**src/rtl/lbp_pkg.sv**
```systemverilog
package lbp_pkg;

  // true when v lies in the closed interval [lo, hi]
  function automatic bit in_span(input int unsigned v, input int unsigned lo,
                                 input int unsigned hi);
    return (v >= lo) && (v <= hi);
  endfunction

  // base of the next group of bank lines, folding back to zero at the end
  function automatic int unsigned step_base(input int unsigned base,
                                            input int unsigned stride,
                                            input int unsigned depth);
    return (base + stride >= depth) ? 0 : base + stride;
  endfunction

endpackage

```
**src/rtl/lbp_gate.sv**
```systemverilog
module lbp_gate
  import lbp_pkg::*;
#(
  parameter int unsigned CNT_W     = 10,
  parameter int unsigned ACT_FIRST = 12,
  parameter int unsigned ACT_LAST  = 251
) (
  input  logic             clk,
  input  logic             rst_n,
  input  logic             pix_valid,
  input  logic [CNT_W-1:0] pix_cnt,
  input  logic [CNT_W-1:0] line_cnt,
  input  logic             line_full,
  output logic             restart,
  output logic             field_start,
  output logic             keep
);

  logic in_rng;
  logic armed_q;
  logic phase_q;
  logic phase_cur;
  logic accept;

  assign in_rng      = in_span(32'(line_cnt), ACT_FIRST, ACT_LAST);
  assign restart     = in_rng && (pix_cnt == '0);
  assign field_start = restart && (line_cnt == CNT_W'(ACT_FIRST));
  assign phase_cur   = restart ? 1'b0 : phase_q;
  assign accept      = pix_valid && in_rng && (armed_q || restart) &&
                       (restart || !line_full);
  assign keep        = accept && !phase_cur;

  always_ff @(posedge clk) begin
    if (!rst_n) begin
      armed_q <= 1'b0;
      phase_q <= 1'b0;
    end else begin
      armed_q <= restart ? 1'b1 : (armed_q && in_rng);
      phase_q <= accept ? !phase_cur : phase_cur;
    end
  end


  keep_alternate_chk: assert property (@(posedge clk) disable iff (!rst_n)
    keep |=> (!keep || restart));

endmodule

```
**src/rtl/lbp_packer.sv**
```systemverilog
module lbp_packer #(
  parameter int unsigned PIX_W = 8,
  parameter int unsigned LANES = 8,
  localparam int unsigned WORD_W = PIX_W * LANES,
  localparam int unsigned LANE_W = $clog2(LANES)
) (
  input  logic              clk,
  input  logic              rst_n,
  input  logic              restart,
  input  logic              keep,
  input  logic [PIX_W-1:0]  pix,
  output logic              word_fire,
  output logic [WORD_W-1:0] word
);

  logic [LANE_W-1:0] lane_q;
  logic [LANE_W-1:0] lane_cur;
  logic [PIX_W-1:0]  held_q [LANES-1];

  assign lane_cur  = restart ? '0 : lane_q;
  assign word_fire = keep && (lane_cur == LANE_W'(LANES - 1));

  always_ff @(posedge clk) begin
    if (!rst_n)          lane_q <= '0;
    else if (word_fire)  lane_q <= '0;
    else if (keep)       lane_q <= lane_cur + 1'b1;
    else                 lane_q <= lane_cur;
  end

  // slot 0 is the newest pixel, slot LANES-1 the oldest
  for (genvar j = 0; j < LANES; j++) begin : g_slot
    if (j == 0) begin : g_new
      assign word[PIX_W-1:0] = pix;
      always_ff @(posedge clk) begin
        if (!rst_n)    held_q[0] <= '0;
        else if (keep) held_q[0] <= pix;
      end
    end else begin : g_old
      assign word[(j+1)*PIX_W-1 -: PIX_W] = held_q[j-1];
      if (j < LANES - 1) begin : g_shift
        always_ff @(posedge clk) begin
          if (!rst_n)    held_q[j] <= '0;
          else if (keep) held_q[j] <= held_q[j-1];
        end
      end
    end
  end


  lane_restart_chk: assert property (@(posedge clk) disable iff (!rst_n)
    (restart && !keep) |=> (lane_q == '0));

endmodule

```
**src/rtl/lbp_sequencer.sv**
```systemverilog
module lbp_sequencer
  import lbp_pkg::*;
#(
  parameter int unsigned BANKS          = 8,
  parameter int unsigned WORDS_PER_LINE = 30,
  parameter int unsigned BANK_DEPTH     = 900,
  localparam int unsigned BANK_W = $clog2(BANKS),
  localparam int unsigned ADDR_W = $clog2(BANK_DEPTH),
  localparam int unsigned WCNT_W = $clog2(WORDS_PER_LINE + 1)
) (
  input  logic              clk,
  input  logic              rst_n,
  input  logic              restart,
  input  logic              field_start,
  input  logic              word_fire,
  output logic              line_full,
  output logic [BANK_W-1:0] bank,
  output logic [ADDR_W-1:0] word_addr
);

  logic [WCNT_W-1:0] wcnt_q;
  logic [WCNT_W-1:0] wcnt_cur;
  logic [ADDR_W-1:0] base_q;
  logic [BANK_W-1:0] bank_q;
  logic              line_done;

  assign wcnt_cur  = restart ? '0 : wcnt_q;
  assign line_full = (wcnt_q == WCNT_W'(WORDS_PER_LINE));
  assign line_done = word_fire && (wcnt_cur == WCNT_W'(WORDS_PER_LINE - 1));
  assign word_addr = base_q + ADDR_W'(wcnt_cur);
  assign bank      = bank_q;

  always_ff @(posedge clk) begin
    if (!rst_n)         wcnt_q <= '0;
    else if (word_fire) wcnt_q <= wcnt_cur + 1'b1;
    else                wcnt_q <= wcnt_cur;
  end

  always_ff @(posedge clk) begin
    if (!rst_n || field_start) begin
      bank_q <= '0;
      base_q <= '0;
    end else if (line_done) begin
      if (bank_q == BANK_W'(BANKS - 1)) begin
        bank_q <= '0;
        base_q <= ADDR_W'(step_base(32'(base_q), WORDS_PER_LINE, BANK_DEPTH));
      end else begin
        bank_q <= bank_q + 1'b1;
      end
    end
  end


  word_cap_chk: assert property (@(posedge clk) disable iff (!rst_n)
    wcnt_q <= WCNT_W'(WORDS_PER_LINE));

  addr_range_chk: assert property (@(posedge clk) disable iff (!rst_n)
    word_fire |-> (word_addr < ADDR_W'(BANK_DEPTH)));

  bank_step_chk: assert property (@(posedge clk) disable iff (!rst_n)
    !$stable(bank_q) |-> $past(line_done || field_start));

  base_step_chk: assert property (@(posedge clk) disable iff (!rst_n)
    !$stable(base_q) |->
      $past(field_start || (line_done && bank_q == BANK_W'(BANKS - 1))));

  base_bound_chk: assert property (@(posedge clk) disable iff (!rst_n)
    base_q <= ADDR_W'(BANK_DEPTH - WORDS_PER_LINE));

  field_reset_chk: assert property (@(posedge clk) disable iff (!rst_n)
    field_start |=> (bank_q == '0 && base_q == '0));

endmodule

```
**src/rtl/luma_bank_packer.sv**
```systemverilog
module luma_bank_packer #(
  parameter int unsigned PIX_W          = 8,
  parameter int unsigned CNT_W          = 10,
  parameter int unsigned LANES          = 8,
  parameter int unsigned BANKS          = 8,
  parameter int unsigned WORDS_PER_LINE = 30,
  parameter int unsigned BANK_DEPTH     = 900,
  parameter int unsigned ACT_FIRST      = 12,
  parameter int unsigned ACT_LAST       = 251
) (
  input  logic                          clk,
  input  logic                          rst_n,
  input  logic                          pix_valid,
  input  logic [PIX_W-1:0]              luma,
  input  logic [CNT_W-1:0]              pix_cnt,
  input  logic [CNT_W-1:0]              line_cnt,
  output logic [PIX_W*LANES-1:0]        wr_data,
  output logic [$clog2(BANK_DEPTH)-1:0] wr_addr,
  output logic [BANKS-1:0]              wr_bank_en
);

  localparam int unsigned WORD_W = PIX_W * LANES;
  localparam int unsigned ADDR_W = $clog2(BANK_DEPTH);
  localparam int unsigned BANK_W = $clog2(BANKS);

  logic              restart;
  logic              field_start;
  logic              keep;
  logic              line_full;
  logic              word_fire;
  logic [WORD_W-1:0] word;
  logic [BANK_W-1:0] bank;
  logic [ADDR_W-1:0] word_addr;

  lbp_gate #(
    .CNT_W(CNT_W), .ACT_FIRST(ACT_FIRST), .ACT_LAST(ACT_LAST)
  ) u_gate (
    .clk(clk), .rst_n(rst_n), .pix_valid(pix_valid), .pix_cnt(pix_cnt),
    .line_cnt(line_cnt), .line_full(line_full), .restart(restart),
    .field_start(field_start), .keep(keep)
  );

  lbp_packer #(
    .PIX_W(PIX_W), .LANES(LANES)
  ) u_packer (
    .clk(clk), .rst_n(rst_n), .restart(restart), .keep(keep), .pix(luma),
    .word_fire(word_fire), .word(word)
  );

  lbp_sequencer #(
    .BANKS(BANKS), .WORDS_PER_LINE(WORDS_PER_LINE), .BANK_DEPTH(BANK_DEPTH)
  ) u_seq (
    .clk(clk), .rst_n(rst_n), .restart(restart), .field_start(field_start),
    .word_fire(word_fire), .line_full(line_full), .bank(bank),
    .word_addr(word_addr)
  );

  always_ff @(posedge clk) begin
    if (!rst_n) begin
      wr_data    <= '0;
      wr_addr    <= '0;
      wr_bank_en <= '0;
    end else begin
      wr_bank_en <= word_fire ? (BANKS'(1) << bank) : '0;
      if (word_fire) begin
        wr_data <= word;
        wr_addr <= word_addr;
      end
    end
  end


  wr_pulse_chk: assert property (@(posedge clk) disable iff (!rst_n)
    (wr_bank_en != '0) |=> (wr_bank_en == '0));

  wr_onehot_chk: assert property (@(posedge clk) disable iff (!rst_n)
    $onehot0(wr_bank_en));

endmodule

```
**config.mk**
```make
export PLATFORM = sky130hd
export DESIGN_NAME = luma_bank_packer
export DESIGN_NICKNAME = d
export VERILOG_FILES = /design/src/rtl/lbp_pkg.sv /design/src/rtl/lbp_gate.sv /design/src/rtl/lbp_packer.sv /design/src/rtl/lbp_sequencer.sv /design/src/rtl/luma_bank_packer.sv
export SDC_FILE = /design/constraint.sdc
export NUM_CORES = 1
export LEC_CHECK = 0
export BUFFER_PORTS_ARGS = -buffer_cell sky130_fd_sc_hd__buf_2
export CORE_ASPECT_RATIO = 0.8
export CORE_MARGIN = 5
export CORE_UTILIZATION = 56
export CTS_BUF_LIST = sky130_fd_sc_hd__clkbuf_16
export CTS_CLUSTER_DIAMETER = 80
export CTS_CLUSTER_SIZE = 28
export DETAILED_ROUTE_END_ITERATION = 6
export GPL_TIMING_DRIVEN = 0
export PLACE_DENSITY = 0.9
export SYNTH_ARGS = -nofsm -noshare
export SYNTH_HDL_FRONTEND = slang
export SYNTH_HIERARCHICAL = 1
export SYNTH_SLANG_ARGS = --single-unit
```
**constraint.sdc**
```tcl
create_clock -name clk -period 4.1 [get_ports clk]
set_input_delay 0.41 -clock clk [delete_from_list [all_inputs] [get_ports clk]]
set_output_delay 0.41 -clock clk [all_outputs]
set_load 0.02 [all_outputs]
```
==> flow_summary.yaml <==
clock_network:
  cts_resized: 0
  cts_hold_buf: 0
  cts-root-buf: "clkbuf_16"
  h-tree-depth: 4
  worst_skew_pair.late_latency_ps: 420
  path_clk_slew_ps: 60
  cts_tree: "yes"
  cts_inserted_buffers: 17
  cts.path.max_buffers: 2
  cts_setup_buffers: 0
  cts_sinks: 160
placed_design:
  dp.cells: 847
  portBuffers: 112
  dp_hpwl_um: 10600
  place.gp.congestion: 0.859
yosys:
  synth-edff-count: 56
  synth_nets: 625
  synth_area_um2: 6870
  ys_seq_area_share_pct: 54.8
  yosys_warnings: 6
  avgSynthCellArea_um2: 11.8
  ys.flop_type: "dfxtp_1"
  synthArstFlopShare_pct: 0
  ys_types: 61
  synth-seq-cells: 160
  syn_inst: 582
grt:
  gr-total-overflow: 0
  grt_pass1_vias: 4843
  grt_max_degree: 38
  antenna_found_initial: 0
  grt_pass1_wl_um: 23600
  grt_usage_pct: 20.7
timing:
  worstMarginPinSlew_ps: 624
  worst_hold_slack_ps: 333
  fin_skew_ps: 9.47
  hold_violations: 0
  min_period_over_period_pct: 89.2
  post-route-min-period_ps: 3660
  setup_violations: 0
  finalMaxSlewViolations: 0
  fin_tns_setup_ps: 0
  relSlewSlack_pct: 58.3
  clock.fmax_mhz: 273
  rsz0062_at_grt: "false"
hold_path:
  min-delay-start: "luma[4]"
  whs_path_depth: 2
  hold_path.class: "primary input to flip-flop"
  hold_end: "u_packer/held_q[0][4]"
setup_path:
  r2r_start: "u_seq/wcnt_q[3]"
  r2r_cells: 15
  worstPathRequired_ps: 4440
  critPathMaxFanout: 10
  crit_type: "primary input to flip-flop"
  critPathArrivalTime_ps: 4000
  start_kind: "primary input"
  reg2reg_to: "u_seq/base_q[9]"
  end_kind: "flip-flop"
  r2r_slack_ps: 1040
floorplan:
  fp.dieH_um: 109
  design.core.area_um2: 12100
  io_pins: 113
  fp.dieW_um: 134
  num_rows: 36
  dieArea_um2: 14600
  start_util_pct: 56.7
power_and_ir_drop:
  leakage_nw: 3.49
  powerDensity_nw_per_um2: 416
  p_int_mw: 2.77
  clkPwrFrac_pct: 49.3
  combPwrFrac_pct: 2.3
  power_mw: 3.44
  seq_power_share_pct: 48.4
  vdd_drop_max_v: 0.000359
  p_sw_uw: 675
  swShare_pct: 19.6
drt:
  drt_iter0_drc: 228
  num_vias: 4763
  top_layer: "met4"
  routedWlPerCell_um: 16.6
  wl_met2_um: 7060
  wl_met3_um: 1050
  drc: 0
  route.layer.met1.wl_um: 6310
  viasPerCell: 5.42
  ant_nets: 0
  finalWirelength_um: 14600
  first_pass_iters: 4
final_layout:
  mostFrequentLayoutCells: "116 x buf_2, 104 x dfxtp_1, 84 x nor2b_1, 80 x mux2i_1, 59 x and3_1"
  finalNetCount: 757
  final_cells: 879
  final_core_util_pct: 68.4
  drive_above_1_share_pct: 25.9
  nFillCells: 872
  area_growth_pct: 20.6
  antenna_cells: 0
  layout_commonest_cell: "buf_2"
status:
  outcome: "complete, no violations"
flow_run:
  drv_cap: 0
==> cell usage after synthesis (all sizes together), types with 4 or more instances <==
master,n,area (um^2)
dfxtp,104,2080
a31oi,5,31.3
buf,27,246
o21ai,7,42.5
clkbuf,17,63.8
nand3,4,25.0
and3,59,369
xnor2,9,78.8
nand2b,5,31.3
and2,9,56.3
nor2,21,86.3
nand2,16,60.1
nand4,6,37.5
mux2i,80,801
xor2,4,35.0
ha,12,150
inv,7,26.3
edfxtp,56,1680
nor2b,85,534
nor3b,6,61.3
nor3,6,40.0
==> cells by family (layout without fill, tap and decap cells) <==
| group | after synthesis | in the layout | share of synthesized area, % |
|---|---|---|---|
| buffers and inverters | 51 | 196 | 4.90 |
| adders and majority gates | 12 | 12 | 2.19 |
| DFF | 160 | 160 | 54.8 |
| muxes | 80 | 80 | 11.7 |
| xor gates and xnor gates | 13 | 13 | 1.66 |
| AOI/OAI and AO/OA | 34 | 34 | 3.97 |
| and+or+nand+nor | 232 | 232 | 20.8 |
==> stage by stage <==
| stage | instance area, um^2 | setup slack [ps] |
|---|---|---|
| after floorplan | 6870 | 697 |
| after global placement | 7620 | -106 |
| after detailed placement | 7640 | 88.7 |
| after CTS | 8280 | 511 |
| after global routing | 8280 | 204 |
| final | 8280 | 443 |
==> area by class of cell <==
class                      count  area [um^2]  area share [%]
clock inverter                15          218            2.63
timing repair buffer         113          581            7.01
inverter                       7         26.3           0.317
multi-input combinational    371         2770            33.4
tap                          152          190            2.30
clock buffer                  17          425            5.14
buffer                        44          310            3.75
sequential                   160         3760            45.4
==> critical path, stage by stage <==
cell and delay [ps]:
buf_2 90, nor4_1 480, nand4_1 260, nor2_1 540
nor2b_2 140, ha_1 230, ha_1 270, and2_1 260
and4_1 280, and2_1 170, clkbuf_1 170, a21oi_2 370
inv_1 150, a31oi_1 180
==> registers in the layout (all words and copies together) (netlist names) <==
name and flops:
wr_bank_en 8, u_packer/held_q 56, wr_data 64, u_seq/bank 3, u_gate/phase_q 1, u_seq/wcnt_q 5, u_seq/base_q 9, u_packer/lane_q 3
wr_addr 10, u_gate/armed_q 1
==> per-layer routing <==
layer  vias up  GRT usage (%)
li1       2318              -
met1      2290           24.7
met2       142           35.3
met3        13           7.29
met4         0           6.75
met5         -              0
==> power groups by stage <==
| stage | Clock, mW | Combinational, mW | Sequential [mW] |
|---|---|---|---|
| after floorplan | 0 | 0.0431 | 1.70 |
| after global placement | 0 | 0.0733 | 1.70 |
| after detailed placement | 0 | 0.0787 | 1.70 |
| after CTS | 1.72 | 0.0791 | 1.67 |
| after global routing | 1.80 | 0.0865 | 1.67 |
| final | 1.70 | 0.0788 | 1.67 |
==> how the worst max path moves through the flow <==
stage | from | endpoint | cells after the start
3_3_place_gp | pix_cnt[7] | u_packer/held_q[6][0] | 8
5_1_grt | pix_cnt[7] | u_seq/base_q[9] | 14
6_report | pix_cnt[7] | u_seq/base_q[9] | 14
3_5_place_dp | pix_cnt[7] | u_seq/base_q[9] | 14
4_1_cts | pix_cnt[7] | u_seq/base_q[9] | 14
2_1_floorplan | line_cnt[7] | u_packer/held_q[0][0] | 7
Note: power is estimated with default switching activity, not from simulation.
